## src/rtl/pes_pkg.sv

```systemverilog
package pes_pkg;
  typedef enum logic [1:0] {ST_IDLE, ST_RUN, ST_SUSP} ctl_st_e;

  localparam int FB_READY  = 7;
  localparam int FB_ESUSP  = 6;
  localparam int FB_EERR   = 5;
  localparam int FB_PERR   = 4;
  localparam int FB_SUPPLY = 3;
  localparam int FB_PSUSP  = 2;
  localparam int FB_PROT   = 1;

  localparam logic [7:0] ERR_MASK = 8'b0011_1010;
  localparam logic [7:0] RST_FLAGS = 8'h80;
endpackage

```

## src/rtl/pes_pulse_seq.sv

```systemverilog
module pes_pulse_seq #(
  parameter int PULSE_CYC = 4,
  parameter int MAX_ERASE = 8,
  parameter int MAX_PROG  = 4
) (
  input  logic clk,
  input  logic rst,
  input  logic start,
  input  logic start_erase,
  input  logic advance,
  input  logic vfy_ok,
  output logic pass_now,
  output logic fail_now
);
  localparam int MAXP = (MAX_ERASE > MAX_PROG) ? MAX_ERASE : MAX_PROG;
  localparam int TW   = (PULSE_CYC > 1) ? $clog2(PULSE_CYC) : 1;
  localparam int PW   = (MAXP > 1) ? $clog2(MAXP) : 1;

  logic [TW-1:0] tcnt;
  logic [PW-1:0] pcnt;
  logic          erase_op;
  logic [PW-1:0] limit;
  logic          pulse_end;

  assign limit     = erase_op ? PW'(MAX_ERASE - 1) : PW'(MAX_PROG - 1);
  assign pulse_end = advance && (tcnt == TW'(PULSE_CYC - 1));
  assign pass_now  = pulse_end && vfy_ok;
  assign fail_now  = pulse_end && !vfy_ok && (pcnt == limit);

  always_ff @(posedge clk) begin
    if (rst) begin
      tcnt     <= '0;
      pcnt     <= '0;
      erase_op <= 1'b0;
    end else if (start) begin
      tcnt     <= '0;
      pcnt     <= '0;
      erase_op <= start_erase;
    end else if (advance) begin
      if (pulse_end) begin
        tcnt <= '0;
        if (!vfy_ok && (pcnt != limit)) pcnt <= pcnt + 1'b1;
      end else begin
        tcnt <= tcnt + 1'b1;
      end
    end
  end
endmodule

```

## src/rtl/pes_susp_timer.sv

```systemverilog
module pes_susp_timer #(
  parameter int SUSP_LAT = 4
) (
  input  logic clk,
  input  logic rst,
  input  logic arm,
  input  logic cancel,
  output logic pending,
  output logic expire
);
  localparam int LW = (SUSP_LAT > 1) ? $clog2(SUSP_LAT) : 1;

  logic [LW-1:0] cnt;

  assign expire = pending && (cnt == LW'(SUSP_LAT - 1));

  always_ff @(posedge clk) begin
    if (rst) begin
      pending <= 1'b0;
      cnt     <= '0;
    end else if (cancel) begin
      pending <= 1'b0;
      cnt     <= '0;
    end else if (arm) begin
      pending <= 1'b1;
      cnt     <= '0;
    end else if (expire) begin
      pending <= 1'b0;
      cnt     <= '0;
    end else if (pending) begin
      cnt <= cnt + 1'b1;
    end
  end
endmodule

```

## src/rtl/pes_flag_reg.sv

```systemverilog
module pes_flag_reg #(
  parameter int          W       = 8,
  parameter logic [W-1:0] RST_VAL = '0
) (
  input  logic         clk,
  input  logic         rst,
  input  logic [W-1:0] set_mask,
  input  logic [W-1:0] clr_mask,
  output logic [W-1:0] q
);
  for (genvar i = 0; i < W; i++) begin : g_bit
    always_ff @(posedge clk) begin
      if (rst)              q[i] <= RST_VAL[i];
      else if (set_mask[i]) q[i] <= 1'b1;
      else if (clr_mask[i]) q[i] <= 1'b0;
    end
  end
endmodule

```

## src/rtl/pes_status_tracker.sv

```systemverilog
module pes_status_tracker
  import pes_pkg::*;
#(
  parameter int PULSE_CYC = 4,
  parameter int MAX_ERASE = 8,
  parameter int MAX_PROG  = 4,
  parameter int SUSP_LAT  = 4
) (
  input  logic       clk,
  input  logic       rst,
  input  logic       cmd_prog,
  input  logic       cmd_erase,
  input  logic       cmd_susp,
  input  logic       cmd_resume,
  input  logic       cmd_clr,
  input  logic       prot_hit,
  input  logic       supply_fault,
  input  logic       vfy_ok,
  output logic [7:0] flag_status,
  output logic       wip
);
  ctl_st_e    st;
  logic       op_erase;
  logic       accept, start, done, susp_arm, take_susp, resume;
  logic       pass_now, fail_now, pending, expire;
  logic [7:0] set_m, clr_m;

  assign accept    = (st == ST_IDLE) && (cmd_prog || cmd_erase);
  assign start     = accept && !prot_hit && !supply_fault;
  assign done      = pass_now || fail_now;
  assign susp_arm  = (st == ST_RUN) && cmd_susp && !pending && !done;
  assign take_susp = expire && !done;
  assign resume    = (st == ST_SUSP) && cmd_resume;

  pes_pulse_seq #(
    .PULSE_CYC(PULSE_CYC),
    .MAX_ERASE(MAX_ERASE),
    .MAX_PROG (MAX_PROG)
  ) u_pulse (
    .clk        (clk),
    .rst        (rst),
    .start      (start),
    .start_erase(cmd_erase),
    .advance    (st == ST_RUN),
    .vfy_ok     (vfy_ok),
    .pass_now   (pass_now),
    .fail_now   (fail_now)
  );

  pes_susp_timer #(.SUSP_LAT(SUSP_LAT)) u_susp (
    .clk    (clk),
    .rst    (rst),
    .arm    (susp_arm),
    .cancel (done),
    .pending(pending),
    .expire (expire)
  );

  always_comb begin
    set_m = '0;
    clr_m = '0;
    if (cmd_clr && (st != ST_RUN)) clr_m = clr_m | ERR_MASK;
    if (accept && prot_hit) begin
      set_m[FB_PROT] = 1'b1;
      if (cmd_erase) set_m[FB_EERR] = 1'b1;
      else           set_m[FB_PERR] = 1'b1;
    end else if (accept && supply_fault) begin
      set_m[FB_SUPPLY] = 1'b1;
      if (cmd_erase) set_m[FB_EERR] = 1'b1;
      else           set_m[FB_PERR] = 1'b1;
    end
    if (start) clr_m[FB_READY] = 1'b1;
    if (susp_arm) begin
      if (op_erase) set_m[FB_ESUSP] = 1'b1;
      else          set_m[FB_PSUSP] = 1'b1;
    end
    if (done) begin
      set_m[FB_READY] = 1'b1;
      clr_m[FB_ESUSP] = 1'b1;
      clr_m[FB_PSUSP] = 1'b1;
      if (fail_now) begin
        if (op_erase) set_m[FB_EERR] = 1'b1;
        else          set_m[FB_PERR] = 1'b1;
      end
    end
    if (take_susp) set_m[FB_READY] = 1'b1;
    if (resume) begin
      clr_m[FB_READY] = 1'b1;
      clr_m[FB_ESUSP] = 1'b1;
      clr_m[FB_PSUSP] = 1'b1;
    end
  end

  pes_flag_reg #(.W(8), .RST_VAL(RST_FLAGS)) u_flags (
    .clk     (clk),
    .rst     (rst),
    .set_mask(set_m),
    .clr_mask(clr_m),
    .q       (flag_status)
  );

  always_ff @(posedge clk) begin
    if (rst) begin
      st       <= ST_IDLE;
      op_erase <= 1'b0;
      wip      <= 1'b0;
    end else begin
      case (st)
        ST_IDLE: if (start) begin
          st       <= ST_RUN;
          op_erase <= cmd_erase;
          wip      <= 1'b1;
        end
        ST_RUN: if (done) begin
          st  <= ST_IDLE;
          wip <= 1'b0;
        end else if (take_susp) begin
          st  <= ST_SUSP;
          wip <= 1'b0;
        end
        ST_SUSP: if (resume) begin
          st  <= ST_RUN;
          wip <= 1'b1;
        end
        default: st <= ST_IDLE;
      endcase
    end
  end
endmodule

```

## config.mk

```make
export PLATFORM = sky130hd
export DESIGN_NAME = pes_status_tracker
export DESIGN_NICKNAME = d
export VERILOG_FILES = /design/src/rtl/pes_pkg.sv /design/src/rtl/pes_pulse_seq.sv /design/src/rtl/pes_susp_timer.sv /design/src/rtl/pes_flag_reg.sv /design/src/rtl/pes_status_tracker.sv
export SDC_FILE = /design/constraint.sdc
export NUM_CORES = 1
export LEC_CHECK = 0
export ABC_AREA = 0
export ABC_CLOCK_PERIOD_IN_PS = 1950
export CORE_MARGIN = 10
export CORE_UTILIZATION = 40
export CTS_CLUSTER_SIZE = 24
export DETAILED_ROUTE_END_ITERATION = 10
export GPL_ROUTABILITY_DRIVEN = 0
export PLACE_DENSITY = 0.7
export SYNTH_ARGS = -nofsm -noshare
export SYNTH_HDL_FRONTEND = slang
export SYNTH_SLANG_ARGS = --single-unit
```

## constraint.sdc

```tcl
create_clock -name clk -period 1.95 [get_ports clk]
set_clock_uncertainty 0.2 [all_clocks]
set_input_delay 0.39 -clock clk [delete_from_list [all_inputs] [get_ports clk]]
set_output_delay 0.39 -clock clk [all_outputs]
set_load 0.1 [all_outputs]
```

==> out/results.md, run 1 <==
| Group | Result | Value |
| --- | --- | --- |
| outcome | Result of the run | finished clean |
| route | Total via count in the routed design | 976 |
| clocking | Worst skew pair latency | 0.31 ns |
| route | First DRT Iteration DRCs | 70 |
| route | Count of nets left with antenna violations after detail routing | 0 |
| clocking | Setup Fix Bufs, Post-CTS | 0 |
| timing | Setup repair after global routing missed its margin | false |
| setup path | Buffer and inverter count on the worst path | 0 |
| setup path | Critical Path Max Stage Delay | 0.50 ns |
| synth | Synthesized net count | 130 |
| synth | Count of synthesis-stage warnings from yosys | 0 |
| floorplanning | Top-level I/O count | 19 |
| hold path | Type of the most critical hold path | flop to flop |
| timing | Endpoints failing setup | 0 |
| synth | Top post-synthesis cells by count | sky130_fd_sc_hd__dfxtp_1 (20), sky130_fd_sc_hd__a21oi_1 (8), sky130_fd_sc_hd__nand2_1 (8) |
| floorplanning | Core Area | 0.00248 mm^2 |
| synth | Cells after synthesis | 117 |
| clocking | Root Buffer | sky130_fd_sc_hd__clkbuf_4 |
| global route | Maximum number of pins on one net before global-route repair | 13 |
| global route | GRT Total Usage | 11.4% |
| synth | Synthesized cell area | 0.00104 mm^2 |
| route | Wire length reported by the detailed router | 2640 um |
| synth | Share of Yosys cell area claimed by the top area cell type | 38.6% |
| floorplanning | Initial core utilization | 41.9% |
| cells and area | Cell area after layout | 0.00141 mm^2 |
| cells and area | Cell Count, Final, Fillers Out | 171 |
| placement | Post-detailed-placement cell area | 0.00136 mm^2 |
| placement | Dpl hpwl | 2060 um |
| setup path | Critical register-to-register path endpoint | u_flags.q[4] |
| flow run | Max-cap check violation count | 0 |
| setup path | Reg-to-reg startpoint | st[0] |
| placement | Number of instances in the placed design | 167 |
| floorplanning | Rows | 18 |
| clocking | Clock-pin slew on the worst setup and hold paths | 0.12 ns |
| global route | Via count of the first global-routing pass | 1064 |
| timing | Total count of max-transition violations in the final report | 0 |
| setup path | Family with the most delay on the worst path | simple AND/OR/NAND/NOR gates |
| synth | Portion of the post-synthesis area used by sequential elements | 38.6% |
| cells and area | Fraction of final layout cells with drive strength greater than 1 | 17.0% |
| floorplanning | DIE AREA | 0.00503 mm^2 |
| clocking | Buffers from clock root to sink, at most | 2 |
| cells and area | Fillcell total | 229 |
| clocking | Number of buffers added by the clock tree synthesis step | 3 |
| cells and area | Sequential Area | 400 um^2 |
| clocking | TritonCTS clock tree | done |
| setup path | Signal arrival time at the worst endpoint | 1.77 ns |
| timing | Clock period minus final worst setup slack | 1.73 ns |
| hold path | Cell depth of the worst min-delay path | 2 |
| synth | Dominant cell type by area after synthesis | sky130_fd_sc_hd__dfxtp_1 |
| power and ir drop | Worst vdd ir | 600 uV |
| setup path | Register-to-register path setup slack | 0.22 ns |
| timing | Share of the clock period used by the worst path after layout | 88.6% |
| setup path | Critical path class | flop to flop |
| hold path | Origin of the worst min-delay path | u_pulse.tcnt[1] |
| setup path | Ordered cell list for the critical path | or2_1 > or4_1 > a31oi_1 |
| floorplanning | Die outline height | 71.0 um |
| synth | Total of flip-flops plus latches after synthesis | 20 |
| synth | Synthesized area per cell | 8.88 um^2 |
| setup path | Critical path's slowest cell | sky130_fd_sc_hd__or4_1 |
| global route | Wire length of the first global-routing pass | 4880 um |
| synth | Synth top area cells | sky130_fd_sc_hd__dfxtp_1 (39%), sky130_fd_sc_hd__a21oi_1 (3.9%), sky130_fd_sc_hd__ha_1 (3.6%), sky130_fd_sc_hd__mux2i_1 (2.9%), sky130_fd_sc_hd__nand3_1 (2.9%) |
| setup path | Startpoint type of the worst setup path | flop |
| route | Wire length per cell after detailed routing | 15.5 um |
| synth | Post-synthesis cell type count | 41 |
| synth | Most repeated cell in the gate-level netlist after synthesis | sky130_fd_sc_hd__dfxtp_1 |
| timing | Final critical-path setup slack | 0.222 ns |
| placement | Count of port buffers added during placement | 17 |
| synth | Fraction of registers with async set or reset after synthesis | 0% |
| clocking | Hold_buf cts | 0 |
| clocking | CTS Sinks | 20 |
| cells and area | Synthesis-to-finish area growth | 35.8% |
| clocking | Htree depth | 1 |
| synth | Number of enable flip-flop cells after synthesis | 0 |
| setup path | Top fanout value on the critical path | 11 |
| cells and area | Multi-input logic area | 568 um^2 |
| timing | Max Freq | 579 MHz |
| global route | Grt ovf | 0 |
| placement | Place WS | -0.0848 ns |
| cells and area | Number of nets in the layout | 155 |
| synth | Main flop type after synthesis | sky130_fd_sc_hd__dfxtp_1 |
| setup path | Kind of end point of the critical path | flop |
| floorplanning | Horizontal die dimension | 71.0 um |
| cells and area | Number of antenna cells inserted | 0 |
| power and ir drop | Lkg Pwr | 0.519 nW |
| setup path | Number of cells on the worst reg-to-reg path | 3 |
| global route | Antenna violations before repair | 0 |
| route | Number of iterations in the first detailed-routing pass | 4 |
| timing | Hold violation total from the final report | 0 |
| hold path | Destination of the worst hold path | u_pulse.tcnt[1] |
| route | Count of unresolved DRC violations after routing | 0 |
| route | Routed via count divided by cell count | 5.71 |
| power and ir drop | Power density cells | 735 mW/mm^2 |
| setup path | Required time of the worst setup path | 1.99 ns |
| clocking | Number of gates given a new drive strength after cts | 0 |
[cell type report]
class                      count  share of cell area, %
multi-input combinational     84                   40.3
sequential                    20                   28.4
timing repair buffer          28                   23.6
tap                           30                   2.66
clock inverter                 1                   2.13
clock buffer                   3                   1.60
inverter                       5                   1.33
[sequential cells by signal, indices dropped and copies added, names as in the netlist]
| signal | cells |
|---|---|
| u_pulse.tcnt | 2 |
| u_susp.cnt | 2 |
| u_flags.q | 7 |
| st | 2 |
| wip | 1 |
| u_susp.pending | 1 |
| op_erase | 1 |
| u_pulse.erase_op | 1 |
| u_pulse.pcnt | 3 |
[worst register-to-register path, stage by stage (launching register included)]
cell and delay [ns]:
sky130_fd_sc_hd__dfxtp_1 0.41, sky130_fd_sc_hd__or2_1 0.37, sky130_fd_sc_hd__or4_1 0.50, sky130_fd_sc_hd__a31oi_1 0.17
[layout by cell type (no fill, tap or decap), types with 4 or more instances in the layout]
master and count:
sky130_fd_sc_hd__buf_4 11, sky130_fd_sc_hd__nand2_1 8, sky130_fd_sc_hd__o31ai_1 4, sky130_fd_sc_hd__nand3_1 6, sky130_fd_sc_hd__inv_1 5, sky130_fd_sc_hd__o21ai_0 5, sky130_fd_sc_hd__clkdlybuf4s50_1 9, sky130_fd_sc_hd__buf_12 8
sky130_fd_sc_hd__nor2_1 5, sky130_fd_sc_hd__a21oi_1 8, sky130_fd_sc_hd__dfxtp_1 20
[worst max-delay path by stage]
stage,from,end,slack (ns),depth (start not counted)
after global routing,st[0],wip,0.12,3
final,st[0],u_flags.q[4],0.22,3
after global placement,prot_hit,u_flags.q[7],-0.04,4
after floorplan,u_flags.q[5],u_flags.q[5],0.31,3
after CTS,st[0],u_flags.q[4],0.22,3
after detailed placement,supply_fault,u_pulse.pcnt[0],-0.08,5
[per-layer routing]
| layer | wire, um | GRT usage, % | share of wire (%) |
|---|---|---|---|
| met5 | 0 | 0 | 0 |
| met4 | 91 | 6.67 | 3.4 |
| met3 | 163 | 4.32 | 6.2 |
| met2 | 1250 | 18.8 | 47 |
| met1 | 1140 | 12.3 | 43 |
[cells by family after synthesis]
group | after synthesis | share of synthesized area, %
compound gates | 35 | 23.5
xor+xnor | 2 | 1.69
fa+ha+maj | 3 | 3.61
buf+inv | 13 | 6.75
flops | 20 | 38.6
mux | 3 | 2.89
other cells | 1 | 0.361
simple gates | 40 | 22.7
[per-stage QoR]
step / TNS, ns / hold WS (ns) / power (mW) / util [%]
2_1_floorplan: 0 / 0.240 / 0.601 / -
3_3_place_gp: -0.205 / 0.243 / 0.692 / 54.8
3_5_place_dp: -0.512 / 0.257 / 0.698 / 54.8
4_1_cts: 0 / 0.274 / 1.04 / 56.9
5_1_grt: 0 / 0.287 / 1.09 / 56.9
6_report: 0 / 0.276 / 1.04 / 56.9
[power by group]
part	switching, mW	internal, mW	leakage [nW]
clock	0.139	0.208	0.0279
combinational	0.144	0.0974	0.328
sequential	0.0216	0.427	0.163
total	0.305	0.732	0.519
Note: power is estimated with default switching activity, not from simulation.
==> run 2: changes to the inputs <==
- ABC_CLOCK_PERIOD_IN_PS: 1950 -> 2150
- CORE_UTILIZATION: 40 -> 54
- MAX_ROUTING_LAYER: default -> met4
- PLACE_DENSITY: 0.7 -> 0.88
- clock period: 1.95 -> 2.15 ns (I/O delays scaled with it)
==> run 2 against run 1 <==
Power down 13%. Hold slack improved by 0.0021 ns. Combinational power decreased by 24%. Non-clock buffer count is 8 lower. Setup slack better by 0.14 ns. Core utilization is 13 points higher. Wire length shrank 6.1%. Critical path type is now input port to flop. Global-route usage increased by 1.5 points. Clock-buffer cell count stayed put.
==> out/results.md, run 2 (synthesis results as in run 1) <==
| Group | Result | Value | Delta |
| --- | --- | --- | --- |
| floorplanning | Top-level I/O count | 19 | unchanged |
| floorplanning | DIE AREA | 0.00408 mm^2 | was 0.00503 mm^2 |
| cells and area | Max FFs per register | 7 | unchanged |
| cells and area | Number of antenna cells inserted | 0 | unchanged |
| global route | GRT Total Usage | 12.9% | was 11.4% |
| clocking | Htree depth | 1 | unchanged |
| clocking | Hold_buf cts | 0 | unchanged |
| clocking | Root Buffer | sky130_fd_sc_hd__clkbuf_4 | unchanged |
| route | Count of unresolved DRC violations after routing | 0 | unchanged |
| cells and area | Regs by FF count | u_flags.q: 7 flops, u_pulse.pcnt: 3 flops | unchanged |
| global route | Via count of the first global-routing pass | 939 | was 1064 |
| setup path | Startpoint type of the worst setup path | input port | was flop |
| global route | Antenna violations before repair | 0 | unchanged |
| cells and area | Post-layout utilization of the core | 69.8% | was 56.9% |
| global route | Peak-usage layer in the global routing report | met2 | unchanged |
| flow run | Max-cap check violation count | 0 | unchanged |
| timing | Total count of max-transition violations in the final report | 0 | unchanged |
| cells and area | Synthesis-to-finish area growth | 19.8% | was 35.8% |
| timing | Hold violation total from the final report | 0 | unchanged |
| route | Total via count in the routed design | 930 | was 976 |
| cells and area | Fraction of final layout cells with drive strength greater than 1 | 12.0% | was 17.0% |
| timing | Setup repair after global routing missed its margin | false | unchanged |
| setup path | Signal arrival time at the worst endpoint | 1.82 ns | was 1.77 ns |
| hold path | Type of the most critical hold path | flop to flop | unchanged |
| timing | Clock period minus final worst setup slack | 1.79 ns |  |
| global route | Grt met1 use | 12.8% | was 12.3% |
| setup path | Required time of the worst setup path | 2.18 ns | was 1.99 ns |
| timing | Endpoints failing setup | 0 | unchanged |
| cells and area | Cell Count, Final, Fillers Out | 158 | was 171 |
| cells and area | Most common library cell in the layout ignoring fill and taps | sky130_fd_sc_hd__dfxtp_1 | unchanged |
| placement | Number of instances in the placed design | 154 | was 167 |
| floorplanning | Die outline height | 63.9 um | was 71.0 um |
| route | Wire length per cell after detailed routing | 15.7 um | was 15.5 um |
| cells and area | Number of nets in the layout | 147 | was 155 |
| floorplanning | Horizontal die dimension | 63.9 um | was 71.0 um |
| clocking | CTS Sinks | 20 | unchanged |
| setup path | Kind of end point of the critical path | flop | unchanged |
| floorplanning | Rows | 15 | was 18 |
| timing | Final sum of negative setup slack | 0 ns | unchanged |
| clocking | Number of gates given a new drive strength after cts | 0 | unchanged |
| setup path | Top fanout value on the critical path | 7 | was 11 |
| power and ir drop | Power density cells | 727 mW/mm^2 | was 735 mW/mm^2 |
| timing | Worst slew margin relative to its limit | 61.7% |  |
| global route | Maximum number of pins on one net before global-route repair | 13 | unchanged |
| outcome | Result of the run | finished clean | unchanged |
| timing | Max Freq | 558 MHz |  |
| clocking | Worst skew pair latency | 0.32 ns | was 0.31 ns |
| route | Wire length reported by the detailed router | 2480 um | was 2640 um |
| global route | Wire length of the first global-routing pass | 4240 um | was 4880 um |
| timing | Slew at the pin closest to its max-slew limit | 0.574 ns |  |
| clocking | Buffers from clock root to sink, at most | 2 | unchanged |
| global route | Met2 track demand over resource | 23.1% | was 18.8% |
| placement | Dpl hpwl | 1860 um | was 2060 um |
| placement | Count of port buffers added during placement | 17 | unchanged |
| power and ir drop | Lkg Pwr | 0.453 nW | was 0.519 nW |
| power and ir drop | Worst vdd ir | 476 uV | was 600 uV |
| cells and area | Highest-count cells in the layout ignoring fill and taps | sky130_fd_sc_hd__dfxtp_1 (20), sky130_fd_sc_hd__buf_4 (11), sky130_fd_sc_hd__clkdlybuf4s50_1 (9) | unchanged |
| global route | Grt ovf | 0 | unchanged |
| timing | Share of the clock period used by the worst path after layout | 83.4% |  |
| setup path | Critical path class | input port to flop | was flop to flop |
| route | Number of iterations in the first detailed-routing pass | 4 | unchanged |
| clocking | TritonCTS clock tree | done | unchanged |
| global route | Global-route track usage on met3 | 4.18% | was 4.32% |
| timing | Worst hold margin | 0.278 ns | was 0.276 ns |
| clocking | Clock-pin slew on the worst setup and hold paths | 0.12 ns | about the same |
| route | First DRT Iteration DRCs | 31 | was 70 |
| clocking | Setup Fix Bufs, Post-CTS | 0 | unchanged |
| floorplanning | Core Area | 0.00178 mm^2 | was 0.00248 mm^2 |
| power and ir drop | Final Total Pwr | 904 uW | was 1.04 mW |
| route | Count of nets left with antenna violations after detail routing | 0 | unchanged |
| route | Routed via count divided by cell count | 5.89 | was 5.71 |
| clocking | Number of buffers added by the clock tree synthesis step | 3 | unchanged |
| cells and area | Largest reg by FF count | u_flags.q | unchanged |
| floorplanning | Initial core utilization | 58.2% | was 41.9% |
==> run 2: cell types whose count changed in the layout (fill, tap and decap cells not counted) <==
cell,delta
sky130_fd_sc_hd__buf_12,-8
==> run 2: final timing paths <==
check | start | endpoint | slack (ns) | cells after the start
max | prot_hit | u_flags.q[7] | 0.36 | 4
min | wip | wip | 0.28 | 2
max reg2reg | st[0] | u_flags.q[7] | 0.41 | 3
min reg2reg | wip | wip | 0.28 | 2
==> run 2: metrics by stage <==
| stage | setup WS [ns] | instance area (um^2) |
|---|---|---|
| after global placement | 0.0551 | 1190 |
| after global routing | 0.300 | 1240 |
| after floorplan | 0.472 | 1040 |
| after detailed placement | 0.0151 | 1190 |
| final | 0.357 | 1240 |
| after CTS | 0.355 | 1240 |
==> run 2: cell type report <==
class                           instances  area [um^2]
Multi-Input combinational cell         84          568
Inverter                                5         18.8
Timing Repair Buffer                   20          173
Sequential cell                        20          400
Fill cell                             150          539
Clock buffer                            3         22.5
Tap cell                               25         31.3
Clock inverter                          1         30.0
==> run 2: power by group <==
| group | total (mW) | internal (mW) | leakage (nW) | switching (mW) |
|---|---|---|---|---|
| Combinational | 0.184 | 0.0566 | 0.262 | 0.128 |
| Clock | 0.318 | 0.189 | 0.0279 | 0.130 |
| Sequential | 0.401 | 0.387 | 0.163 | 0.0143 |
| Total | 0.904 | 0.633 | 0.453 | 0.271 |
==> run 2: worst max-delay path: stages <==
cell and delay (ns):
sky130_fd_sc_hd__clkdlybuf4s50_1 0.41, sky130_fd_sc_hd__or2_1 0.32, sky130_fd_sc_hd__o31a_1 0.37, sky130_fd_sc_hd__a211o_1 0.29
==> run 2: routing by layer <==
metal  part of all wire, %  vias to the layer above  routed length, um
met5                     0                        -                  0
met4                   1.3                        0                 32
met3                   4.6                        5                113
met2                    51                       26               1260
met1                    43                      426               1070
li1                      -                      473                  -
